File: config.mk
export PLATFORM = sky130hd
export DESIGN_NAME = sector_guard
export DESIGN_NICKNAME = d
export VERILOG_FILES = /design/src/rtl/sector_guard_pkg.sv /design/src/rtl/sect_decode.sv /design/src/rtl/lock_bank.sv /design/src/rtl/access_gate.sv /design/src/rtl/verify_port.sv /design/src/rtl/sector_guard.sv
export SDC_FILE = /design/constraint.sdc
export NUM_CORES = 1
export LEC_CHECK = 0
export ABC_CLOCK_PERIOD_IN_PS = 5000
export BUFFER_PORTS_ARGS = -buffer_cell sky130_fd_sc_hd__clkbuf_2
export CORE_MARGIN = 1
export CORE_UTILIZATION = 28
export CTS_BUF_LIST = sky130_fd_sc_hd__clkbuf_2
export DETAILED_ROUTE_END_ITERATION = 16
export PLACE_DENSITY = 0.56
export SLEW_MARGIN = 20
export SYNTH_ARGS = -nofsm -noshare
export SYNTH_HDL_FRONTEND = slang
export SYNTH_SLANG_ARGS = --single-unit
File: constraint.sdc
create_clock -name clk -period 5 [get_ports clk]
set_input_delay 0.75 -clock clk [delete_from_list [all_inputs] [get_ports clk]]
set_output_delay 0.75 -clock clk [all_outputs]
set_load 0.02 [all_outputs]
File: src/rtl/sector_guard_pkg.sv
// sector_guard_pkg: shared command type and verify-read constants.
// Assumes: the verify address pattern and codes are fixed by the bus protocol.
package sector_guard_pkg;
    typedef enum logic [1:0] {
        LCMD_NONE   = 2'd0,
        LCMD_LOCK   = 2'd1,
        LCMD_UNLOCK = 2'd2
    } lock_cmd_e;

    localparam int VRD_BIT_LOW  = 6;  // must be 0
    localparam int VRD_BIT_HIGH = 1;  // must be 1
    localparam int VRD_BIT_ZERO = 0;  // must be 0
    localparam logic [7:0] CODE_LOCKED = 8'h01;
    localparam logic [7:0] CODE_OPEN   = 8'h00;
endpackage

File: src/rtl/sect_decode.sv
// sect_decode: turns a linear address into a sector index.
// The map has four small boot sectors (2, 1, 1 and 4 units of 4K words)
// and then 32K-word blocks. The top layout is the bottom layout mirrored:
// invert the address, decode, then reverse the index.
// Assumes: lin_addr is a byte address in byte mode and a word address (bit ADDR_W clear) otherwise.
module sect_decode #(
    parameter int ADDR_W   = 19,
    localparam int BIG_SH  = ADDR_W - 4,
    localparam int NUM_SECT = (1 << (ADDR_W - BIG_SH)) + 3,
    localparam int IDX_W   = $clog2(NUM_SECT)
) (
    input  logic [ADDR_W:0]    lin_addr,
    input  logic               byte_mode,
    input  logic               boot_top,
    output logic [IDX_W-1:0]   sect_idx
);
    logic [ADDR_W-1:0] word_a;
    logic [ADDR_W-1:0] mir_a;
    logic [3:0]        big;
    logic [IDX_W-1:0]  bot_idx;

    // Drop the byte-select bit, then mirror for the top layout.
    always_comb begin
        word_a = byte_mode ? lin_addr[ADDR_W:1] : lin_addr[ADDR_W-1:0];
        mir_a  = boot_top ? ~word_a : word_a;
        big    = mir_a[ADDR_W-1:BIG_SH];
    end

    // Decode against the bottom layout, then reverse the index for the top layout.
    always_comb begin
        if (big != 4'd0)
            bot_idx = IDX_W'(big) + IDX_W'(3);
        else if (mir_a[BIG_SH-1])
            bot_idx = IDX_W'(3);
        else if (mir_a[BIG_SH-2])
            bot_idx = mir_a[BIG_SH-3] ? IDX_W'(2) : IDX_W'(1);
        else
            bot_idx = IDX_W'(0);
        sect_idx = boot_top ? (IDX_W'(NUM_SECT - 1) - bot_idx) : bot_idx;
    end
endmodule

File: src/rtl/lock_bank.sv
// lock_bank: one lock bit per sector, with lock and unlock commands.
// An unlock is taken only when every bit is set. Otherwise it is refused and flagged.
// Assumes: sect_idx is always below NUM_SECT.
module lock_bank
    import sector_guard_pkg::*;
#(
    parameter int NUM_SECT = 19,
    parameter int IDX_W    = 5
) (
    input  logic                clk,
    input  logic                rst_n,
    input  lock_cmd_e           cmd,
    input  logic [IDX_W-1:0]    sect_idx,
    output logic [NUM_SECT-1:0] lock_q,
    output logic                cmd_fault
);
    // Apply one command per cycle and report a refused unlock.
    always_ff @(posedge clk) begin
        if (!rst_n) begin
            lock_q    <= '0;
            cmd_fault <= 1'b0;
        end else begin
            cmd_fault <= 1'b0;
            case (cmd)
                LCMD_LOCK:   lock_q[sect_idx] <= 1'b1;
                LCMD_UNLOCK: begin
                    if (&lock_q) lock_q[sect_idx] <= 1'b0;
                    else         cmd_fault        <= 1'b1;
                end
                default: ;
            endcase
        end
    end

    AST_UNLOCK_NEEDS_ALL: assert property (@(posedge clk) disable iff (!rst_n)
        ($past(rst_n) && (|(~lock_q & $past(lock_q)))) |-> (&$past(lock_q)));
    AST_REFUSE_KEEPS_BITS: assert property (@(posedge clk) disable iff (!rst_n)
        cmd_fault |-> (lock_q == $past(lock_q)));
endmodule

File: src/rtl/access_gate.sv
// access_gate: checks program and erase requests against the lock bits in force.
// A single request is checked for its own sector. A mask request loses its locked
// sectors and faults only when nothing is left. The result is registered for one cycle.
// Assumes: eff_lock already includes the temporary-unlock override.
module access_gate #(
    parameter int NUM_SECT = 19,
    parameter int IDX_W    = 5
) (
    input  logic                clk,
    input  logic                rst_n,
    input  logic                op_req,
    input  logic                op_multi,
    input  logic [NUM_SECT-1:0] op_mask,
    input  logic [IDX_W-1:0]    sect_idx,
    input  logic [NUM_SECT-1:0] eff_lock,
    output logic                op_grant,
    output logic                op_fault,
    output logic [NUM_SECT-1:0] grant_mask
);
    logic [NUM_SECT-1:0] want;
    logic [NUM_SECT-1:0] keep;

    // Build the wanted sector set and remove the locked ones.
    always_comb begin
        want = op_multi ? op_mask : (NUM_SECT'(1) << sect_idx);
        keep = want & ~eff_lock;
    end

    // Register the grant or the fault for one cycle.
    always_ff @(posedge clk) begin
        if (!rst_n) begin
            op_grant   <= 1'b0;
            op_fault   <= 1'b0;
            grant_mask <= '0;
        end else begin
            op_grant   <= op_req && (keep != '0);
            op_fault   <= op_req && (keep == '0);
            grant_mask <= (op_req && (keep != '0)) ? keep : '0;
        end
    end

    AST_GRANT_FAULT_EXCL: assert property (@(posedge clk) disable iff (!rst_n)
        !(op_grant && op_fault));
    AST_NO_LOCKED_GRANT: assert property (@(posedge clk) disable iff (!rst_n)
        op_grant |-> ((grant_mask & $past(eff_lock)) == '0));
    AST_SINGLE_ONE_SECTOR: assert property (@(posedge clk) disable iff (!rst_n)
        (op_grant && !$past(op_multi)) |-> ($countones(grant_mask) == 1));
    AST_FAULT_EMPTY_MASK: assert property (@(posedge clk) disable iff (!rst_n)
        op_fault |-> (grant_mask == '0));
endmodule

File: src/rtl/verify_port.sv
// verify_port: answers a protection verify read with a one-byte code.
// The upper byte is driven only in word mode, because in byte mode the top data
// pin carries an address bit.
// Assumes: locked_bit is the stored bit of the addressed sector, without the override.
module verify_port
    import sector_guard_pkg::*;
(
    input  logic        clk,
    input  logic        rst_n,
    input  logic        vrd_req,
    input  logic        a_low,
    input  logic        a_high,
    input  logic        a_zero,
    input  logic        byte_mode,
    input  logic        locked_bit,
    output logic        vrd_valid,
    output logic [15:0] vrd_data,
    output logic        vrd_hi_oe
);
    logic hit;

    // Match the fixed address pattern of a verify read.
    always_comb hit = vrd_req && !a_low && a_high && !a_zero;

    // Register the code and the upper-byte enable.
    always_ff @(posedge clk) begin
        if (!rst_n) begin
            vrd_valid <= 1'b0;
            vrd_data  <= '0;
            vrd_hi_oe <= 1'b0;
        end else begin
            vrd_valid <= hit;
            vrd_data  <= hit ? {8'h00, (locked_bit ? CODE_LOCKED : CODE_OPEN)} : 16'h0000;
            vrd_hi_oe <= hit && !byte_mode;
        end
    end

    AST_VRD_CODE_SHAPE: assert property (@(posedge clk) disable iff (!rst_n)
        vrd_valid |-> (vrd_data[15:1] == 15'd0));
    AST_BYTE_HI_OFF: assert property (@(posedge clk) disable iff (!rst_n)
        (vrd_valid && $past(byte_mode)) |-> !vrd_hi_oe);
endmodule

File: src/rtl/sector_guard.sv
// sector_guard: sector map and protection unit.
// Builds the linear address from the pins, decodes the sector, keeps the lock bits,
// gates program and erase requests, and serves verify reads.
// Assumes: one command per cycle. Lock wins over unlock when both are high.
module sector_guard
    import sector_guard_pkg::*;
#(
    parameter int ADDR_W    = 19,
    localparam int BIG_SH   = ADDR_W - 4,
    localparam int NUM_SECT = (1 << (ADDR_W - BIG_SH)) + 3,
    localparam int IDX_W    = $clog2(NUM_SECT)
) (
    input  logic                clk,
    input  logic                rst_n,
    input  logic [ADDR_W-1:0]   addr_pins,
    input  logic                dq15_pin,
    input  logic                byte_mode,
    input  logic                boot_top,
    input  logic                tmp_unlock,
    input  logic                lock_cmd,
    input  logic                unlock_cmd,
    input  logic                op_req,
    input  logic                op_multi,
    input  logic [NUM_SECT-1:0] op_mask,
    input  logic                vrd_req,
    output logic                op_grant,
    output logic                op_fault,
    output logic [NUM_SECT-1:0] grant_mask,
    output logic                cmd_fault,
    output logic                vrd_valid,
    output logic [15:0]         vrd_data,
    output logic                vrd_hi_oe
);
    logic [ADDR_W:0]     lin_addr;
    logic [IDX_W-1:0]    sect_idx;
    logic [NUM_SECT-1:0] lock_q;
    logic [NUM_SECT-1:0] eff_lock;
    lock_cmd_e           cmd;

    // Form the linear address and pick the command, with lock taking priority.
    always_comb begin
        lin_addr = byte_mode ? {addr_pins, dq15_pin} : {1'b0, addr_pins};
        if (lock_cmd)        cmd = LCMD_LOCK;
        else if (unlock_cmd) cmd = LCMD_UNLOCK;
        else                 cmd = LCMD_NONE;
        eff_lock = tmp_unlock ? '0 : lock_q;
    end

    sect_decode #(.ADDR_W(ADDR_W)) u_decode (
        .lin_addr (lin_addr),
        .byte_mode(byte_mode),
        .boot_top (boot_top),
        .sect_idx (sect_idx)
    );

    lock_bank #(.NUM_SECT(NUM_SECT), .IDX_W(IDX_W)) u_locks (
        .clk      (clk),
        .rst_n    (rst_n),
        .cmd      (cmd),
        .sect_idx (sect_idx),
        .lock_q   (lock_q),
        .cmd_fault(cmd_fault)
    );

    access_gate #(.NUM_SECT(NUM_SECT), .IDX_W(IDX_W)) u_gate (
        .clk       (clk),
        .rst_n     (rst_n),
        .op_req    (op_req),
        .op_multi  (op_multi),
        .op_mask   (op_mask),
        .sect_idx  (sect_idx),
        .eff_lock  (eff_lock),
        .op_grant  (op_grant),
        .op_fault  (op_fault),
        .grant_mask(grant_mask)
    );

    verify_port u_verify (
        .clk       (clk),
        .rst_n     (rst_n),
        .vrd_req   (vrd_req),
        .a_low     (addr_pins[VRD_BIT_LOW]),
        .a_high    (addr_pins[VRD_BIT_HIGH]),
        .a_zero    (addr_pins[VRD_BIT_ZERO]),
        .byte_mode (byte_mode),
        .locked_bit(lock_q[sect_idx]),
        .vrd_valid (vrd_valid),
        .vrd_data  (vrd_data),
        .vrd_hi_oe (vrd_hi_oe)
    );

    AST_IDX_IN_RANGE: assert property (@(posedge clk) disable iff (!rst_n)
        sect_idx < IDX_W'(NUM_SECT));
    AST_OVERRIDE_GRANTS: assert property (@(posedge clk) disable iff (!rst_n)
        (op_req && !op_multi && tmp_unlock) |=> op_grant);
    AST_LOCK_STICKS: assert property (@(posedge clk) disable iff (!rst_n)
        (lock_cmd && $past(rst_n)) |=> lock_q[$past(sect_idx)]);
endmodule

# == After elaboration in Yosys (flattened, before gate mapping) ==
# Index checks and enable logic that the tools add are counted.
# totals
regBits,59
inputBits,49
word_cells,62
# classes
add_sub_neg,2
n_lt_le_gt_ge,2
eq_ne,3
shift,1
muxes,20
n_bitwise,6
n_reduce_logical,19
# op_table
operator,count
19-bit two-way mux,5
19-bit NOT,3
19-bit AND,2
19-bit case mux with 2 select lines,1
20-bit two-way mux,1
5-bit two-way mux,4
19-bit logical NOT,1
19-bit OR,1
19-bit AND reduction,1
19-bit nonzero test,1
"1-bit by 5-bit << shifter with 19-bit output, first input constant",1
2-bit AND reduction,4
1-bit logical AND,7
"5-bit by 6-bit less-than comparator with 1-bit output, second input constant",1
2-bit two-way mux,3
"4-bit by 2-bit adder with 5-bit output, second input constant",1
1-bit binary-select mux with 5-bit select,1
1-bit demux with 5-bit select,1
"5-bit by 1-bit >= comparator with 1-bit output, second input constant",1
"5-bit subtractor, first input constant",1
1-bit two-way mux,4
4-bit nonzero test,1
1-bit logical NOT,3
"2-bit by 1-bit == test with 1-bit output, second input constant",1
other kinds (3),3

# == Logic depth before layout (Yosys ltp) ==
# depth
word_depth,18
depth_mapped,14
ltp_nobuf,11

# == Cells and area by module ==
# A second synthesis with hierarchy kept.
# unflattened
hier_cells,376
hier_area_um2,3233.1
# modules_own_cells
mod,n_inst,cells_each,area_each_um2,seq_area_each_um2
access_gate,1,114,1029.7,420.4
lock_bank,1,116,988.4,400.4
sector_guard,1,61,543.0,0.0
sect_decode,1,60,426.7,0.0
verify_port,1,25,245.2,60.1

# == Worst setup path after synthesis ==
# OpenSTA, ideal clock, no wires.
# synth_path
path_type,input port to flip-flop
from,input addr_pins[18]
to,register u_gate.op_grant
arrival_time_ns,3.352
required_time_ns,4.880
setup_slack_ns,1.528
stages,13
n_path_buf,2
cell_sequence,buf_6 or3_4 o31ai_4 nand2_2 ha_1 clkbuf_1 and3_1 o21a_1 o32a_1 nand4_1 a22o_1 o2111ai_1 o31a_1
# synth_between
elab_chain_cells,13
elab_cells_between_ends,14
cone_classes,2 x add/sub; 1 x shift; 6 x mux; 2 x bitwise; 3 x reduce/logical
# synth_rtl
element,line,rtl
"start, declared",sector_guard.sv:15,"input logic [ADDR_W-1:0] addr_pins,"
20-bit two-way mux *,sector_guard.sv:42,"lin_addr = byte_mode ? {addr_pins, dq15_pin} : {1'b0, addr_pins};"
19-bit two-way mux *,sect_decode.sv:24,word_a = byte_mode ? lin_addr[ADDR_W:1] : lin_addr[ADDR_W-1:0];
19-bit NOT,sect_decode.sv:25,mir_a = boot_top ? ~word_a : word_a;
19-bit two-way mux *,sect_decode.sv:25,
4-bit by 2-bit adder with 5-bit output or 4-bit nonzero test (tied branches),"sect_decode.sv:32, sect_decode.sv:31",
5-bit two-way mux *,sect_decode.sv:31,if (big != 4'd0)
5-bit subtractor,sect_decode.sv:39,sect_idx = boot_top ? (IDX_W'(NUM_SECT - 1) - bot_idx) : bot_idx;
5-bit two-way mux *,sect_decode.sv:39,
1-bit by 5-bit << shifter with 19-bit output *,access_gate.sv:25,want = op_multi ? op_mask : (NUM_SECT'(1) << sect_idx);
19-bit two-way mux *,access_gate.sv:25,
19-bit AND *,access_gate.sv:26,keep = want & ~eff_lock;
19-bit nonzero test *,access_gate.sv:36,op_grant <= op_req && (keep != '0);
1-bit logical AND *,access_gate.sv:36,
"end signal, assigned",access_gate.sv:36,
"end, declared",access_gate.sv:16,"output logic op_grant,"
# Mark *: on every way between the ends. The rest lies on a longest branch, timed or not.
# A chain may end at the register's enable or synchronous reset.

# == Worst setup path after layout ==
# layout_path
from,input addr_pins[17]
to,register u_gate.op_grant
# The elaborated chain is that of the path after synthesis.

==> impl_metrics.toml <==
[cts]
cts.path.max_buffers = 2
h-tree-depth = 2
insertion_delay_ps = 390
clock-sinks = 44
cts_root_buf = "clkbuf_2"
clk_pin_slew_ps = 220
hold_buffers = 0
cts_made_buffers = 5
postCtsSetupBuffers = 0
cts-resized-gates = 0
cts_tree = "done"

[place]
dp.final_hpwl_um = 7550
port_buffers = 63
dp_cells = 581
pre_cts_slack_ps = 789
gp_congestion = 0.906

[setup_path]
path_cells = "clkbuf_2 -> or3_4 -> o31ai_4 -> nand2_2 -> ha_1 -> nand2b_1 -> o21ai_1 -> nand2_1 -> and3b_1 -> o21ai_2 -> o2111ai_1 -> o31a_1"
required_ps = 5290
cp_slowest_stage_delay_ps = 460
cp_top_family = "simple AND/OR/NAND/NOR gates"
end_kind = "flop"
crit_type = "primary input to flop"
path_buf_inv = 1
arrival_ps = 4140
critPathSlowestCell = "or3_4"
worst_setup_path_start_kind = "primary input"
cp_max_fo = 13

[outcome]
status = "finished, final reports clean"

[yosys]
synthArstFlopShare_pct = 0
synthTopCellsByArea = "dfxtp_1 (28%), nand2_1 (6.4%), buf_4 (5.6%)"
syn_avg_cell_area_sq_um = 7.78
ys_types = 71
synth_warnings = 0
synth_seq_cells = 44
synth_ff_type = "dfxtp_1"
synth_area_sq_um = 3110
yosys.area.top_type_share_pct = 28.4
synth_edf_count = 0
yosys.area.top_type = "dfxtp_1"
syn_inst = 399
yosysSeqAreaShare_pct = 28.4

[timing]
setup_viol = 0
period_share_pct = 76.9
finClkSkew_ps = 16.7
fin_setup_tns_ps = 0
worst_hold_slack_ps = 479
min_period_ps = 3840
layout_setup_ws_ps = 1160
max_freq_ghz = 0.260
rsz0062_at_grt = "no"
drv_slew = 0
slew_headroom_pct = 55.5
hold_viol_final = 0
tightest_slew_ps = 667

[final_layout]
num_antenna_cells = 0
nets = 498
final_common_cell = "clkbuf_2"
nFillCells = 1190
area_growth_pct = 10.9
layout_common_cells = "clkbuf_2 (69), nand2_1 (53), dfxtp_1 (44)"
layoutNonFillerInstCount = 588
drive_gt1_share_pct = 22.8

[grt]
grt_start_max_net_pins = 38
track_usage_pct = 17.4
first_global_vias = 2981
gr-total-overflow = 0
grt_pass1_wl_um = 15600
antenna_found_initial = 0

[power]
vdd_drop_max_mv = 0.0730
total_power_mw = 0.745
p_leak_nw = 1.45
p_per_area_nw_per_um2 = 216

[route]
routed_wl_um = 9830
drtIter0Drc = 199
via_count = 3190
dr.pass1.iters = 5
vias_per_cell = 5.43
drc = 0
wl_per_cell_um = 16.7
ant_nets = 0

[floorplanning]
rows = 38
chipHeight_um = 107
core_sq_um = 10800
die_w_um = 107
io_pins = 89
die_area_sq_um = 11500
start_util_pct = 28.6

[job]
maxCapViolCount = 0

[min_path]
hp-class = "primary input to flop"
layer usage:
layer | up-vias | routed length [um] | global-route usage, %
li1 | 1532 | - | -
met1 | 1492 | 4430 | 22.8
met2 | 146 | 4470 | 28.4
met3 | 20 | 692 | 3.21
met4 | 0 | 238 | 6.16
met5 | - | 0 | 0
cells in the mapped netlist (4+ instances only):
master,count
nand2_1,53
dfxtp_1,44
nor2_1,35
a21oi_1,25
buf_4,23
nand2b_1,18
o21ai_0,17
inv_1,14
o221a_2,14
nand4_1,13
and3_1,9
mux2i_1,8
nand3_1,8
nor2b_1,8
nor3_1,8
a211oi_1,7
a31oi_1,6
clkbuf_1,6
a22o_1,5
nand3b_1,4
stage by stage:
step / instance area (sq um) / util [%]
global route: 3440 / 31.8
CTS: 3440 / 31.8
global placement: 3410 / 31.4
floorplan: 3160 / -
finish: 3440 / 31.8
detailed placement: 3410 / 31.4
final cells by class:
type | count | area (sq um) | area share (%)
sequential | 44 | 881 | 25.6
clock inverter | 1 | 5.00 | 0.145
inverter | 14 | 52.6 | 1.53
timing repair buffer | 64 | 323 | 9.38
clock buffer | 6 | 30.0 | 0.872
tap | 140 | 175 | 5.09
multi-input combinational | 319 | 1980 | 57.4
final timing paths:
kind / to / slack, ps / start / cells after the start
setup reg to reg: u_gate.op_grant$_SDFF_PN0_ / 2930 / flop / 6
hold / removal: u_verify.vrd_hi_oe$_SDFF_PN0_ / 480 / byte_mode / 2
setup / recovery: u_gate.op_grant$_SDFF_PN0_ / 1160 / addr_pins[17] / 12
hold reg to reg: u_gate.grant_mask[7]$_SDFF_PN0_ / 590 / flop / 1
report_power, final:
group / switching [mW] / internal [mW]
Sequential: 0.00834 / 0.363
Combinational: 0.155 / 0.0758
Clock: 0.110 / 0.0335
cell families (layout without fill, tap and decap cells):
group,after synthesis,count (layout),synth area share (%)
flops,44,44,28.4
xor+xnor,2,2,0.564
buf+inv,50,85,9.67
simple gates,172,172,28.1
mux,9,9,2.94
compound gates,120,120,29.9
fa+ha+maj,1,1,0.403
other cells,1,15,0.121
(Power assumes the default switching activity.)
